**config.mk**
```make
export PLATFORM = sky130hd
export DESIGN_NAME = oep_pingpong_rx
export DESIGN_NICKNAME = d
export VERILOG_FILES = /design/src/rtl/oep_pkg.sv /design/src/rtl/oep_slot_store.sv /design/src/rtl/oep_fill_ctl.sv /design/src/rtl/oep_drain_ctl.sv /design/src/rtl/oep_pingpong_rx.sv
export SDC_FILE = /design/constraint.sdc
export NUM_CORES = 2
export LEC_CHECK = 0
export BUFFER_PORTS_ARGS = -buffer_cell sky130_fd_sc_hd__buf_4
export CORE_MARGIN = 3
export CORE_UTILIZATION = 33
export DETAILED_ROUTE_END_ITERATION = 7
export HOLD_SLACK_MARGIN = 0.02
export SYNTH_ARGS = -nofsm -noshare
export SYNTH_HDL_FRONTEND = slang
export SYNTH_SLANG_ARGS = --single-unit
```
**constraint.sdc**
```tcl
create_clock -name clk -period 3.2 [get_ports clk]
set_clock_uncertainty 0.05 [all_clocks]
set_input_delay 0.16 -clock clk [delete_from_list [all_inputs] [get_ports clk]]
set_output_delay 0.16 -clock clk [all_outputs]
set_load 0.02 [all_outputs]
```
**src/rtl/oep_pkg.sv**
```systemverilog
package oep_pkg;

  typedef enum logic {SLOT_A = 1'b0, SLOT_B = 1'b1} slot_e;

  function automatic slot_e other_slot(slot_e s);
    return (s == SLOT_A) ? SLOT_B : SLOT_A;
  endfunction

  // position pos is the final byte of a packet holding total bytes
  function automatic logic last_byte(int unsigned pos, int unsigned total);
    return (pos + 1) == total;
  endfunction

  function automatic int unsigned bytes_left(int unsigned total, int unsigned pos);
    return (total > pos) ? total - pos : 0;
  endfunction

  function automatic logic room_left(int unsigned filled, int unsigned depth);
    return filled < depth;
  endfunction

endpackage

```
**src/rtl/oep_slot_store.sv**
```systemverilog
module oep_slot_store
  import oep_pkg::*;
#(
  parameter int DATA_W     = 8,
  parameter int SLOT_BYTES = 128,
  parameter int IDX_W      = 7,
  parameter int CNT_W      = 8
) (
  input  logic              clk,
  input  logic              rst_n,
  input  logic              wr_en,
  input  slot_e             wr_slot,
  input  logic [IDX_W-1:0]  wr_idx,
  input  logic [DATA_W-1:0] wr_data,
  input  logic              commit_en,
  input  logic [CNT_W-1:0]  commit_cnt,
  input  logic              release_en,
  input  slot_e             rd_slot,
  input  logic [IDX_W-1:0]  rd_idx,
  output logic [1:0]        slot_full,
  output logic [DATA_W-1:0] rd_byte,
  output logic [CNT_W-1:0]  rd_cnt
);

  logic [DATA_W-1:0] byte_s [2];
  logic [CNT_W-1:0]  cnt_s  [2];

  for (genvar g = 0; g < 2; g++) begin : g_slot
    localparam slot_e MY_SLOT = (g == 0) ? SLOT_A : SLOT_B;

    logic [DATA_W-1:0] mem [SLOT_BYTES];
    logic [CNT_W-1:0]  cnt_q;
    logic              full_q;
    logic              wr_here;
    logic              rd_here;

    assign wr_here = (wr_slot == MY_SLOT);
    assign rd_here = (rd_slot == MY_SLOT);

    always_ff @(posedge clk) begin
      if (wr_en && wr_here) mem[wr_idx] <= wr_data;
    end

    always_ff @(posedge clk or negedge rst_n) begin
      if (!rst_n) begin
        full_q <= 1'b0;
        cnt_q  <= '0;
      end else if (commit_en && wr_here) begin
        full_q <= 1'b1;
        cnt_q  <= commit_cnt;
      end else if (release_en && rd_here) begin
        full_q <= 1'b0;
        cnt_q  <= '0;
      end
    end

    assign byte_s[g]    = mem[rd_idx];
    assign cnt_s[g]     = cnt_q;
    assign slot_full[g] = full_q;
  end

  assign rd_byte = byte_s[rd_slot];
  assign rd_cnt  = cnt_s[rd_slot];

endmodule

```
**src/rtl/oep_fill_ctl.sv**
```systemverilog
module oep_fill_ctl
  import oep_pkg::*;
#(
  parameter int DATA_W     = 8,
  parameter int SLOT_BYTES = 128,
  parameter int IDX_W      = 7,
  parameter int CNT_W      = 8
) (
  input  logic              clk,
  input  logic              rst_n,
  input  logic              rx_byte_vld,
  input  logic [DATA_W-1:0] rx_byte,
  input  logic              rx_eop,
  input  logic              rx_abort,
  input  logic [1:0]        slot_full,
  output logic              nak,
  output logic              wr_en,
  output slot_e             wr_slot,
  output logic [IDX_W-1:0]  wr_idx,
  output logic [DATA_W-1:0] wr_data,
  output logic              commit_en,
  output logic [CNT_W-1:0]  commit_cnt
);

  slot_e            fill_sel;
  logic [CNT_W-1:0] fill_cnt;

  assign nak     = slot_full[fill_sel];
  assign wr_slot = fill_sel;
  assign wr_idx  = fill_cnt[IDX_W-1:0];
  assign wr_data = rx_byte;

  assign wr_en      = rx_byte_vld && !nak && !rx_abort &&
                      room_left(32'(fill_cnt), SLOT_BYTES);
  assign commit_cnt = fill_cnt + CNT_W'(wr_en);
  assign commit_en  = rx_eop && !nak && !rx_abort && (commit_cnt != '0);

  always_ff @(posedge clk or negedge rst_n) begin
    if (!rst_n) begin
      fill_sel <= SLOT_A;
      fill_cnt <= '0;
    end else if (rx_abort) begin
      fill_cnt <= '0;
    end else if (commit_en) begin
      fill_cnt <= '0;
      fill_sel <= other_slot(fill_sel);
    end else if (wr_en) begin
      fill_cnt <= fill_cnt + CNT_W'(1);
    end
  end

endmodule

```
**src/rtl/oep_drain_ctl.sv**
```systemverilog
module oep_drain_ctl
  import oep_pkg::*;
#(
  parameter int IDX_W = 7,
  parameter int CNT_W = 8
) (
  input  logic             clk,
  input  logic             rst_n,
  input  logic             rd_stb,
  input  logic [1:0]       slot_full,
  input  logic [CNT_W-1:0] head_cnt,
  output slot_e            drain_sel,
  output logic [IDX_W-1:0] rd_idx,
  output logic             avail,
  output logic             release_en,
  output logic [CNT_W-1:0] remaining
);

  logic [CNT_W-1:0] pos_q;
  logic             take;

  assign avail      = slot_full[drain_sel];
  assign take       = rd_stb && avail;
  assign release_en = take && last_byte(32'(pos_q), 32'(head_cnt));
  assign remaining  = CNT_W'(bytes_left(32'(head_cnt), 32'(pos_q)));
  assign rd_idx     = pos_q[IDX_W-1:0];

  always_ff @(posedge clk or negedge rst_n) begin
    if (!rst_n) begin
      drain_sel <= SLOT_A;
      pos_q     <= '0;
    end else if (release_en) begin
      drain_sel <= other_slot(drain_sel);
      pos_q     <= '0;
    end else if (take) begin
      pos_q <= pos_q + CNT_W'(1);
    end
  end

endmodule

```
**src/rtl/oep_pingpong_rx.sv**
```systemverilog
module oep_pingpong_rx
  import oep_pkg::*;
#(
  parameter  int DATA_W     = 8,
  parameter  int SLOT_BYTES = 128,
  parameter  int RD_W       = 32,
  localparam int IDX_W      = $clog2(SLOT_BYTES),
  localparam int CNT_W      = $clog2(SLOT_BYTES + 1)
) (
  input  logic              clk,
  input  logic              rst_n,
  input  logic              rx_byte_vld,
  input  logic [DATA_W-1:0] rx_byte,
  input  logic              rx_eop,
  input  logic              rx_abort,
  input  logic              irq_clr,
  input  logic              rd_stb,
  output logic              nak_req,
  output logic              irq,
  output logic              rd_avail,
  output logic [RD_W-1:0]   rd_data,
  output logic [CNT_W-1:0]  rd_count
);

  // named internal events, visible to the checker
  logic              commit_evt;
  logic              release_evt;

  logic              wr_en;
  slot_e             wr_slot;
  logic [IDX_W-1:0]  wr_idx;
  logic [DATA_W-1:0] wr_data;
  logic [CNT_W-1:0]  commit_cnt;
  logic [1:0]        slot_full;
  slot_e             drain_sel;
  logic [IDX_W-1:0]  rd_idx;
  logic [DATA_W-1:0] rd_byte;
  logic [CNT_W-1:0]  head_cnt;
  logic [CNT_W-1:0]  remaining;

  oep_fill_ctl #(
    .DATA_W(DATA_W), .SLOT_BYTES(SLOT_BYTES), .IDX_W(IDX_W), .CNT_W(CNT_W)
  ) u_fill (
    .clk(clk), .rst_n(rst_n),
    .rx_byte_vld(rx_byte_vld), .rx_byte(rx_byte),
    .rx_eop(rx_eop), .rx_abort(rx_abort),
    .slot_full(slot_full), .nak(nak_req),
    .wr_en(wr_en), .wr_slot(wr_slot), .wr_idx(wr_idx), .wr_data(wr_data),
    .commit_en(commit_evt), .commit_cnt(commit_cnt)
  );

  oep_slot_store #(
    .DATA_W(DATA_W), .SLOT_BYTES(SLOT_BYTES), .IDX_W(IDX_W), .CNT_W(CNT_W)
  ) u_store (
    .clk(clk), .rst_n(rst_n),
    .wr_en(wr_en), .wr_slot(wr_slot), .wr_idx(wr_idx), .wr_data(wr_data),
    .commit_en(commit_evt), .commit_cnt(commit_cnt),
    .release_en(release_evt), .rd_slot(drain_sel), .rd_idx(rd_idx),
    .slot_full(slot_full), .rd_byte(rd_byte), .rd_cnt(head_cnt)
  );

  oep_drain_ctl #(
    .IDX_W(IDX_W), .CNT_W(CNT_W)
  ) u_drain (
    .clk(clk), .rst_n(rst_n),
    .rd_stb(rd_stb), .slot_full(slot_full), .head_cnt(head_cnt),
    .drain_sel(drain_sel), .rd_idx(rd_idx), .avail(rd_avail),
    .release_en(release_evt), .remaining(remaining)
  );

  // sticky interrupt; a new commit outranks the clear
  always_ff @(posedge clk or negedge rst_n) begin
    if (!rst_n)          irq <= 1'b0;
    else if (commit_evt) irq <= 1'b1;
    else if (irq_clr)    irq <= 1'b0;
  end

  assign rd_data  = rd_avail ? RD_W'(rd_byte) : '0;
  assign rd_count = rd_avail ? remaining : '0;

endmodule

```
After elaboration in Yosys (flattened, before gate mapping)
Memories as Yosys holds them, arrays and structs flattened.
Cells that the tools add are included.
- bits in registers: 37
- latch bits: 0
- bits in writable memories: 2048
- ROM bits: 0
- bits of input ports: 15
- output and inout bits: 43
- logic and storage cells: 83
- memories: 2
- add/subtract/negate cells: 5
- multiply operators: 0
- div/mod/pow operators: 0
- $lt $le $gt $ge: 5
- eq/ne operators: 1
- shift-type cells: 0
- mux-type cells: 34
- bitwise gates (word level): 4
- reduce and logical (&&, ||, !) cells: 23
- memories (memory ; depth ; width ; read ports ; clocked after memory_dff ; write ports ; line ; RTL):
    u_store.g_slot[0].mem ; 128 ; 8 ; 1 ; 0 ; 1 ; oep_slot_store.sv:31 ; logic [DATA_W-1:0] mem [SLOT_BYTES];
    u_store.g_slot[1].mem ; 128 ; 8 ; 1 ; 0 ; 1 ; oep_slot_store.sv:31 ;
- operators with widths (operator ; number):
    two-way mux 8 bit ; 18
    == test 32 x 8 -> 1 bit ; 1
    adder 8 x 1 -> 8 bit, second input constant ; 2
    two-way mux 1 bit ; 16
    logical AND 1 bit ; 14
    adder 8 x 1 -> 9 bit, second input constant ; 1
    adder 8 x 1 -> 8 bit ; 1
    > comparator 8 bit ; 1
    < comparator 8 bit, second input constant ; 1
    nonzero test 2 bit ; 4
    nonzero test 8 bit ; 1
    subtractor 8 bit ; 1
    < comparator 1 x 2 -> 1 bit, second input constant ; 2
    inverter 1 bit ; 3
    nonzero test 3 bit ; 1
    greater-or-equal comparator 2 bit, second input constant ; 1
    zero test 1 bit ; 2
    inverter 1 -> 2 bit ; 1
    AND reduction 2 bit ; 1

Longest topological paths before layout
- depth in word-level cells: 11
- depth in mapped cells: 15
- depth with buffers taken out: 13

By module
Synthesis repeated with hierarchy kept, for this count alone.
- cells, all modules: 4065
- area total of the unflattened synthesis: 82027.4 um^2
- modules (own cells, without submodules) (module ; times used ; cells an instance ; area an instance (um^2) ; seq. area each (um^2)):
    oep_slot_store ; 1 ; 3780 ; 79712.7 ; 61949.4
    oep_drain_ctl ; 1 ; 145 ; 1138.6 ; 225.2
    oep_fill_ctl ; 1 ; 95 ; 829.5 ; 225.2
    oep_pingpong_rx ; 1 ; 45 ; 346.6 ; 25.0

Worst setup path after synthesis
No wires, ideal clock.
- path type: register -> output
- from: register u_drain.pos_q[1]
- to: output port rd_count[3]
- arrival time: 2947 ps
- required time: 2990 ps
- setup slack: 43 ps
- stages on the path, launching flop included: 14
- buffers on the path: 4
- cell sequence: dfrtp_1 buf_4 buf_6 buf_2 inv_1 buf_2 fa_1 a21o_1 a21oi_1 o21ai_0 a21oi_1 o21bai_1 a31oi_1 nor3_1
- longest elaborated chain between the ends: 3
- elaborated cells between the ends (all ways): 4
- those cells by class: add/sub: 1; order compare: 1; mux: 2
- ends and longest elaborated chain (element ; line ; RTL):
    from (decl) ; oep_drain_ctl.sv:19 ; logic [CNT_W-1:0] pos_q;
    from (signal assigned) ; oep_drain_ctl.sv:36 ; pos_q <= pos_q + CNT_W'(1);
    subtractor 8 bit or > comparator 8 bit (tied branches) ; oep_pkg.sv:15 ; return (total > pos) ? total - pos : 0;
    two-way mux 8 bit (*) ; oep_pkg.sv:15 ;
    two-way mux 8 bit (*) ; oep_pingpong_rx.sv:79 ; assign rd_count = rd_avail ? remaining : '0;
    to (decl) ; oep_pingpong_rx.sv:22 ; output logic [CNT_W-1:0] rd_count
Mark *: on every way between the ends. The rest lies on a longest branch, timed or not.

Worst setup path in the final report
- from: register u_drain.pos_q[0]
- to: output port rd_data[1]
- longest elaborated chain between the ends: 5
- elaborated cells between the ends (all ways): 6
- those cells by class: mux: 4; memory: 2
- ends and longest elaborated chain (element ; line ; RTL):
    memory read (128 x 8 bit) ; -- ;
    two-way mux 8 bit (implied by the code) (*) (3 in series) ; oep_slot_store.sv:62 ; assign rd_byte = byte_s[rd_slot];
    two-way mux 8 bit (*) ; oep_pingpong_rx.sv:78 ; assign rd_data = rd_avail ? RD_W'(rd_byte) : '0;
    to (decl) ; oep_pingpong_rx.sv:21 ; output logic [RD_W-1:0] rd_data,
Mark *: on every way between the ends. The rest lies on a longest branch, timed or not. The select of a mux whose other input is x is not followed.

==> out/metrics.csv <==
metric,value,unit
status,finished with violations,
violated checks,setup timing,
latest clock arrival within the worst-skew pair,0.87,ns
Worst-path clk slew,0.07,ns
asr flop ratio synth,1.77,%
final critical-path share of the clock period,135,%
first-pass iteration count of the detailed router,5,
core box area,247000,um^2
fmax,232,MHz
Peak VDD IR,572,uV
first-pass GRT wire length,320000,um
overall routed net length,223000,um
"Distinct cells, synth",75,
Post-synth EDFFs,2048,
Num CTS Buffers,206,
FF-to-FF path depth,11,
Overflow after GRT,0,
syn avg cell area,19.9,um^2
r2r setup slk,0.12,ns
Synth Instances,4137,
final hold violation count,0,
Yosys warning total,0,
Final min period,4.31,ns
Placed Instances,7914,
Area after DPL,91100,um^2
Max Slew Vio Count,0,
clock sink count,2085,
worst-path fanout max,10,
largest net degree at the start of global routing,125,
Setup crit end,rd_data[1],
antenna-violating nets left,0,
overall via count from detail_route,44077,
H-tree level count,4,
pwr dens,702,nW/um^2
Tot GR Track Use,17.1,%
HP Class,input port to flop,
CP Class,flop to output port,
antenna violations before repair,2,
RSZ-0062 raised after global routing,true,
Final Setup Violations,16,
Mapped Area,82400,um^2
Die ar.,256000,um^2
Die X,506,um
Routability Congestion,0.908,
hpwl dp,146000,um
clock root buffer,clkbuf_16,
Least-Margin Pin Slew,1.04,ns
final setup margin,-1.11,ns
vias per cell,5.27,
Initial Util,33.4,%
clk buf depth,3,
die height,506,um
CTS tree,done,
post-synthesis sequential area ratio,75.7,%
Crit. Startpoint,u_drain.pos_q[0]$_DFFE_PN0P_,
share of cells above drive strength 1,31.5,%
#FFs+latches synth,2085,
detailed-route DRC error count,0,
Startpoint Class,flop,
IO Count,58,
DRT iter0 DRCs,5408,
Worst EP required,2.99,ns
worst reg2reg startpoint,u_drain.pos_q[0]$_DFFE_PN0P_,
number of global-route vias before repair,44065,
final-stage net count,4898,
DR WL/cell,26.6,um
CP Capture Type,output port,
fin cells,8362,
max-cap viol count,0,
"Arr. time, crit path",4.10,ns
# rows,182,
worst rel slew slack,30.8,%
RR Endpoint,u_drain.pos_q[2]$_DFFE_PN0P_,
fin area,99300,um^2
LEAKAGE,32.2,nW
main flop type after synthesis,edfxtp_1,
Port-buffer cells,33,
Layout area overhead,20.4,%
## kinds of logic (layout without fill, tap and decap cells)
family | after synthesis | count (layout) | share of synthesized area, %
DFF | 2085 | 2085 | 75.7
and+or+nand+nor | 666 | 666 | 3.54
muxes | 662 | 662 | 14.7
AOI/OAI and AO/OA | 401 | 401 | 3.37
buffers and inverters | 285 | 1172 | 2.20
xor gates and xnor gates | 24 | 24 | 0.255
adders and majority gates | 13 | 13 | 0.206
other | 1 | 27 | 0.00455
## through the flow
step	setup WS [ns]	total power, mW	util [%]	setup TNS, ns	hold WS (ns)
final	-1.11	69.6	40.2	-13.49	0.122
after floorplan	0.0430	38.3	-	0	-0.186
after global placement	-1.08	45.2	36.9	-5.19	0.119
after detailed placement	-1.03	45.3	36.9	-5.12	0.122
after global routing	-1.18	71.8	40.2	-15.14	0.0981
after CTS	-1.20	69.8	40.0	-14.63	0.0445
## cell usage in the layout, fill, tap and decap left out, types with 58 or more instances in the layout
master,Yosys,final
mux2i_1,223,222
nand2_1,137,135
edfxtp_1,2048,2048
clkbuf_16,0,210
mux4_2,415,416
o22ai_1,90,85
buf_4,62,640
nor2_1,319,311
o221ai_1,69,63
buf_12,10,58
## worst min path at each step
stage	slack [ns]	start	endpoint	cells past startpoint
global route	0.1	irq_clr	irq$_DFFE_PN0P_	4
floorplan	-0.19	rst_n	irq$_DFFE_PN0P_	0
global placement	0.12	rst_n	u_store.g_slot[0].cnt_q[0]$_DFFE_PN0P_	1
finish	0.12	rx_byte[0]	u_store.g_slot[1].mem[111][0]$_DFFE_PP_	1
CTS	0.04	irq_clr	irq$_DFFE_PN0P_	4
detailed placement	0.12	rst_n	u_store.g_slot[1].cnt_q[0]$_DFFE_PN0P_	1
## power by group
| group | internal [mW] | switching (mW) |
|---|---|---|
| Sequential | 30.0 | 0.0993 |
| Combinational | 6.63 | 9.23 |
| Clock | 13.4 | 10.3 |
## registers in the layout, indices dropped and copies added (netlist names)
register	flops
u_fill.fill_cnt	8
u_store.g_slot.full_q	2
u_store.g_slot.mem	2048
u_drain.pos_q	8
u_drain.drain_sel	1
u_fill.wr_slot	1
irq	1
u_store.g_slot.cnt_q	16
## what timing repair did
action	CTS	global route
pin swaps	22	17
gates cloned	3	3
gates resized for setup	145	59
hold endpoints to repair	600	0
setup endpoints to repair	17	47
hold buffers	14	0
setup buffers	21	19
## worst max-delay path, cell delays in order, from the launching register on
cell and delay, ns:
dfrtp_4 0.58, buf_12 0.19, buf_16 0.15, mux4_2 0.54
mux4_2 0.54, nand2_2 0.10, o31ai_2 0.07, buf_4 0.16
nand4_1 0.34, o32ai_4 0.24, buf_6 0.18, buf_6 0.12
## layout make-up
type	count	area, um^2
fillers	21822	148000
flip-flops and latches	2085	62400
multi-input cells	1790	19000
repair buffers	768	6980
clock buffers	256	5390
well taps	3312	4140
clock inverters	129	1240
inverters	19	77.6
diodes	3	7.51
## per-layer routing
layer / vias up / wire [um] / GRT usage (%)
met5: - / 24 / 0
met4: 4 / 8620 / 6.62
met3: 369 / 16600 / 2.86
met2: 1923 / 105000 / 26.8
met1: 23273 / 92700 / 23.8
li1: 18508 / - / -
## synth_stat cells, types with 15 or more instances
library cell  count  area share [%]
a211oi_1         18            0.16
a21oi_1          58            0.35
a22oi_1          46            0.42
buf_2            61            0.37
buf_4            62            0.56
buf_6            15            0.20
clkbuf_1         95            0.43
dfrtp_1          37             1.1
edfxtp_1       2048              75
inv_1            15           0.068
mux2i_1         223             2.7
mux4_1           16            0.51
mux4_2          415              11
nand2_1         137            0.62
nand3_1          51            0.31
nand4_1          20            0.15
nor2_1          319             1.5
nor3_1           60            0.36
o21ai_0          53            0.32
o221ai_1         69            0.73
o22ai_1          90            0.68
xnor2_1          16            0.17
Note: power is estimated with default switching activity, not from simulation.
